--- src/rtl/zprot_pkg.sv ---
package zprot_pkg;

  typedef enum logic [1:0] {
    ZC_USER_DENY  = 2'd0,
    ZC_PAGE       = 2'd1,
    ZC_SUPER_FULL = 2'd2,
    ZC_FULL       = 2'd3
  } zone_code_e;

  typedef struct packed {
    logic valid;
    logic rd;
    logic wr;
    logic ex;
    logic perr;
    logic oor;
  } rights_t;

endpackage

--- src/rtl/zprot_zone_select.sv ---
module zprot_zone_select
  import zprot_pkg::*;
#(
  parameter int MODE_CFG = 3,
  parameter int ZONE_CNT = 16,
  parameter int SEL_LSB  = 4,
  parameter int SEL_W    = 4,
  parameter int REG_W    = 32
) (
  input  logic             hit_valid,
  input  logic [SEL_W-1:0] zone_sel,
  input  logic [REG_W-1:0] zpr,
  output zone_code_e       zone_code,
  output logic             sel_oor
);

  localparam int            FIELD_W = 2;
  localparam int            SH_W    = $clog2(REG_W) + 1;
  localparam logic [SH_W-1:0] TOP_SH = SH_W'(REG_W - FIELD_W);
  localparam logic [SEL_W:0]  LIMIT  = (SEL_W+1)'(ZONE_CNT);

  logic [SH_W-1:0]  shift_amt;
  logic [REG_W-1:0] shifted;
  logic [FIELD_W-1:0] raw_field;
  logic             beyond;

  always_comb begin
    shift_amt = TOP_SH - SH_W'({zone_sel, 1'b0});
    shifted   = zpr >> shift_amt;
    raw_field = shifted[FIELD_W-1:0];
    beyond    = ({1'b0, zone_sel} > LIMIT);
  end

  generate
    if (MODE_CFG == 1) begin : g_zones_off
      assign zone_code = ZC_PAGE;
    end else begin : g_zones_on
      assign zone_code = beyond ? ZC_PAGE : zone_code_e'(raw_field);
    end
  endgenerate

  assign sel_oor = hit_valid & beyond;

  logic unused_sel;
  assign unused_sel = ^SEL_LSB;

endmodule

--- src/rtl/zprot_rights_eval.sv ---
module zprot_rights_eval
  import zprot_pkg::*;
(
  input  logic       hit_valid,
  input  zone_code_e zone_code,
  input  logic       user_mode,
  input  logic       page_wr,
  input  logic       page_ex,
  output logic       grant_rd,
  output logic       grant_wr,
  output logic       grant_ex,
  output logic       denied
);

  logic rd_v, wr_v, ex_v, deny_v;

  always_comb begin
    rd_v   = 1'b1;
    wr_v   = page_wr;
    ex_v   = page_ex;
    deny_v = 1'b0;
    unique case (zone_code)
      ZC_USER_DENY: begin
        if (user_mode) begin
          deny_v = 1'b1;
          rd_v   = 1'b0;
          wr_v   = 1'b0;
          ex_v   = 1'b0;
        end
      end
      ZC_PAGE: ;
      ZC_SUPER_FULL: begin
        if (!user_mode) begin
          wr_v = 1'b1;
          ex_v = 1'b1;
        end
      end
      ZC_FULL: begin
        wr_v = 1'b1;
        ex_v = 1'b1;
      end
      default: ;
    endcase
    grant_rd = hit_valid & rd_v;
    grant_wr = hit_valid & wr_v;
    grant_ex = hit_valid & ex_v;
    denied   = hit_valid & deny_v;
  end

endmodule

--- src/rtl/zprot_check.sv ---
module zprot_check
  import zprot_pkg::*;
#(
  parameter int MODE_CFG = 3,
  parameter int ZONE_CNT = 16,
  parameter int REG_OUT  = 1,
  parameter int DATA_W   = 32,
  parameter int ZPR_W    = 32
) (
  input  logic              clk,
  input  logic              rst_n,
  input  logic              hit_valid,
  input  logic [DATA_W-1:0] tlb_data,
  input  logic [ZPR_W-1:0]  zpr,
  input  logic              user_mode,
  input  logic              page_wr,
  input  logic              page_ex,
  output logic              rights_valid,
  output logic              grant_rd,
  output logic              grant_wr,
  output logic              grant_ex,
  output logic              prot_err,
  output logic              zone_oor
);

  localparam int SEL_LSB = 4;
  localparam int SEL_W   = 4;
  localparam int SEL_MSB = SEL_LSB + SEL_W - 1;

  zone_code_e code_w;
  rights_t    comb_r;
  rights_t    out_r;

  zprot_zone_select #(
    .MODE_CFG (MODE_CFG),
    .ZONE_CNT (ZONE_CNT),
    .SEL_LSB  (SEL_LSB),
    .SEL_W    (SEL_W),
    .REG_W    (ZPR_W)
  ) zsel_i (
    .hit_valid (hit_valid),
    .zone_sel  (tlb_data[SEL_MSB:SEL_LSB]),
    .zpr       (zpr),
    .zone_code (code_w),
    .sel_oor   (comb_r.oor)
  );

  zprot_rights_eval eval_i (
    .hit_valid (hit_valid),
    .zone_code (code_w),
    .user_mode (user_mode),
    .page_wr   (page_wr),
    .page_ex   (page_ex),
    .grant_rd  (comb_r.rd),
    .grant_wr  (comb_r.wr),
    .grant_ex  (comb_r.ex),
    .denied    (comb_r.perr)
  );

  assign comb_r.valid = hit_valid;

  generate
    if (REG_OUT != 0) begin : g_reg
      rights_t out_d;
      rights_t out_q;
      logic    out_en;

      always_comb begin
        out_en = 1'b1;
        out_d  = out_q;
        if (out_en) out_d = comb_r;
      end

      always_ff @(posedge clk or negedge rst_n) begin
        if (!rst_n) out_q <= '0;
        else        out_q <= out_d;
      end

      assign out_r = out_q;

      logic seen_q;
      always_ff @(posedge clk or negedge rst_n) begin
        if (!rst_n) seen_q <= 1'b0;
        else        seen_q <= 1'b1;
      end


      reg_latency_chk: assert property (@(posedge clk) disable iff (!rst_n)
        seen_q |-> (out_q == $past(comb_r)));
    end else begin : g_comb
      assign out_r = comb_r;
    end
  endgenerate

  assign rights_valid = out_r.valid;
  assign grant_rd     = out_r.rd;
  assign grant_wr     = out_r.wr;
  assign grant_ex     = out_r.ex;
  assign prot_err     = out_r.perr;
  assign zone_oor     = out_r.oor;

  logic unused_data;
  assign unused_data = ^{tlb_data[DATA_W-1:SEL_MSB+1], tlb_data[SEL_LSB-1:0]};


  deny_clears_chk: assert property (@(posedge clk) disable iff (!rst_n)
    comb_r.perr |-> (!comb_r.rd && !comb_r.wr && !comb_r.ex));


  super_keeps_wr_chk: assert property (@(posedge clk) disable iff (!rst_n)
    (hit_valid && !user_mode && page_wr) |-> comb_r.wr);


  idle_quiet_chk: assert property (@(posedge clk) disable iff (!rst_n)
    !hit_valid |-> (!comb_r.rd && !comb_r.wr && !comb_r.ex && !comb_r.perr && !comb_r.oor));


  oor_uses_page_chk: assert property (@(posedge clk) disable iff (!rst_n)
    comb_r.oor |-> (code_w == ZC_PAGE && !comb_r.perr && comb_r.rd));

endmodule

--- config.mk ---
export PLATFORM = sky130hd
export DESIGN_NAME = zprot_check
export DESIGN_NICKNAME = d
export VERILOG_FILES = /design/src/rtl/zprot_pkg.sv /design/src/rtl/zprot_zone_select.sv /design/src/rtl/zprot_rights_eval.sv /design/src/rtl/zprot_check.sv
export SDC_FILE = /design/constraint.sdc
export NUM_CORES = 1
export LEC_CHECK = 0
export ABC_AREA = 1
export BUFFER_PORTS_ARGS = -buffer_cell sky130_fd_sc_hd__buf_2
export CAP_MARGIN = 20
export CORE_MARGIN = 2
export CORE_UTILIZATION = 33
export DETAILED_ROUTE_END_ITERATION = 10
export GPL_TIMING_DRIVEN = 1
export PLACE_DENSITY = 0.86
export SLEW_MARGIN = 0
export SYNTH_ARGS = -nofsm -noshare
export SYNTH_HDL_FRONTEND = slang
export SYNTH_HIERARCHICAL = 1
export SYNTH_SLANG_ARGS = --single-unit
--- constraint.sdc ---
create_clock -name clk -period 0.8 [get_ports clk]
set_clock_uncertainty 0.2 [all_clocks]
set_input_delay 0 -clock clk [delete_from_list [all_inputs] [get_ports clk]]
set_output_delay 0 -clock clk [all_outputs]
set_load 0.01 [all_outputs]
==> impl_metrics.ini <==
[logic_synthesis]
synth_cell_types = 15
mappedNetlistArea_sq_um = 656
syn_inst = 122
synth_top_area_share_pct = 25.2
synth_ff_type = dfrtp_1
synth_warnings = 6
synthArstFlopShare_pct = 100
yosysTopAreaCell = nand2_1
synth_fp_nets = 192
yosys-top-cells-area = nand2_1 (25%), dfrtp_1 (23%), nand3_1 (19%)
yosysSeqAreaShare_pct = 22.9
yosys-top-cells-count = nand2_1 (44), inv_1 (30), nand3_1 (25), dfrtp_1 (6)
syn_avg_cell_area_sq_um = 5.37
synth-seq-cells = 6
synth.most_common_cell = nand2_1
synth-edff-count = 0

[floorplanning]
die_w_microns = 48.6
io_pins = 76
core_area_sq_um = 1920
die_h_microns = 48.6
num_rows = 16
start_util_pct = 34.1
die_area_sq_um = 2360

[layout]
drive_gt1_share_pct = 66.7
fillers = 153
nNetsFinal = 246
layout.cells.non_filler = 201
syn2layout_area_growth_pct = 100
n_antenna_cell = 0

[setup_path]
critPathBufInv = 2
start_kind = input port
arrival_ns = 0.90
max_stage_delay_ns = 0.13
crit_start = tlb_data[4]
slowest_stage = nor2_4
path_depth = 11
crit_chain = buf_16 > inv_12 > nand2_2 > nand3_2 > nand3_2 > nand3_2 > nand2_4 > nor2_4 > nand2_2 > nand2_2 > nor2_2
cp_max_fo = 8
crit_family = simple AND/OR/NAND/NOR gates
crit_required_ns = 0.73
path_class = in2reg
worstSetupEndpointType = flop

[detailed_routing]
routed.top_layer = met4
route.detailed.drc = 0
wire_per_inst_microns = 13.5
route.met2.wl_mm = 1.37
drt_wl_total_mm = 2.72
wirelength_met1_mm = 1.02
drtAntennaViolNets = 0
first_iter_violations = 30
wl_met3_microns = 251
drtPass1Iterations = 5
dr_total_vias = 989
via_per_inst = 4.92

[sta]
hold_ws_ns = -0.258
hold_viol = 11
setup_ws_ns = -0.163
timing.fmax_mhz = 1040
tns_ns = -1.20
fin_crit_ns = 0.963
setup_viol = 10
rsz0062_at_grt = yes
finalCritPeriodShare_pct = 120
slew_viol_final = 0

[placement]
hpwl_mm = 1.34
placedCellCount = 193
place_ws_ns = -0.614
gp_congestion = 0.814
port-buffer-count = 47

[grt]
grt_pass1_wl_mm = 4.53
grt_pass1_vias = 974
grt_max_degree = 9
antenna_found_initial = 0
track_usage_pct = 25.0
overflow = 0

[clock_tree]
cts_max_path_buffers = 2
cts_tree = yes
cts_buffers = 3
cts_setup_buffers = 0
root_buffer = clkbuf_4
hold_buffers = 1
clkTransAtPathRegs_ns = 0.05
clkSinkCount = 6
h-tree-depth = 1

[hold_path]
min_path_cells = 1
hold_class = in2reg
min_to = rights_valid
min_from = hit_valid

[power_and_ir_drop]
leakage_nw = 0.780
vdd_drop_max_mv = 0.602
power.density_nw_per_um2 = 960

[run]
maxCapViolCount = 0

[outcome]
violations = hold timing, setup timing
outcome = finished with violations
==> cell type report <==
type / instances / area, sq um / share of cell area, %
timing repair buffer: 53 / 377 / 28.7
timing repair inverter: 1 / 11.3 / 0.857
multi-input combinational: 79 / 582 / 44.3
sequential: 6 / 150 / 11.4
inverter: 32 / 138 / 10.5
clock buffer: 3 / 22.5 / 1.71
tap: 27 / 33.8 / 2.57
==> layout by cell type, fill, tap and decap left out, types with 2 or more instances in the layout <==
cell type | Yosys | layout
buf_2 | 1 | 45
inv_1 | 30 | 29
nand3_2 | 0 | 23
nand2_2 | 1 | 20
nand2_1 | 44 | 19
dfrtp_1 | 6 | 6
nand2_4 | 0 | 6
clkbuf_4 | 0 | 3
buf_16 | 0 | 3
nor2_2 | 2 | 3
a21oi_2 | 0 | 2
buf_12 | 0 | 2
==> flip-flops by register name, indices dropped and copies added, names as in the netlist <==
name	count
grant_ex	1
grant_rd	1
grant_wr	1
prot_err	1
rights_valid	1
zone_oor	1
==> timing repair <==
| item | CTS | global route |
|---|---|---|
| hold endpoints to repair | 11 | 11 |
| gates resized for setup | 74 | 8 |
| cloned | 4 | 0 |
| pin swaps | 30 | 13 |
| setup endpoints to repair | 10 | 10 |
==> cells by family (layout without fill, tap and decap cells) <==
group	count (synthesis)	count (layout)	synth area share, %
compound gates	4	4	3.05
other cells	1	1	0.572
flops	6	6	22.9
buf+inv	37	89	25.2
simple gates	74	74	48.3
==> metal layers <==
| layer | track usage (%) | vias up |
|---|---|---|
| met2 | 43.1 | 74 |
| met3 | 5.56 | 12 |
| met5 | 0 | - |
| met4 | 10.0 | 0 |
| met1 | 30.1 | 437 |
| li1 | - | 466 |
==> report_power, final <==
group	total, mW	leakage (nW)	switching [mW]	internal (mW)
logic	0.640	0.691	0.345	0.295
clock network	0.290	0.0138	0.120	0.170
registers	0.331	0.0745	0.00529	0.325
total	1.26	0.780	0.470	0.791
==> per-stage QoR <==
stage / power [mW] / instance area, sq um / hold WS, ns / util, %
after global placement: 0.705 / 902 / -0.379 / 46.9
after floorplan: 0.563 / 664 / -0.496 / -
after detailed placement: 0.709 / 902 / -0.372 / 46.9
final: 1.26 / 1310 / -0.258 / 68.4
after global routing: 1.35 / 1310 / -0.272 / 68.4
after CTS: 1.19 / 1280 / -0.271 / 66.7
==> worst max path at each step <==
stage                     endpoint  slack (ns)
after floorplan           grant_wr       -0.42
after global placement    grant_wr       -0.58
after detailed placement  grant_wr       -0.61
after CTS                 zone_oor       -0.15
after global routing      grant_wr       -0.22
final                     grant_wr       -0.16
(Power assumes the default switching activity.)
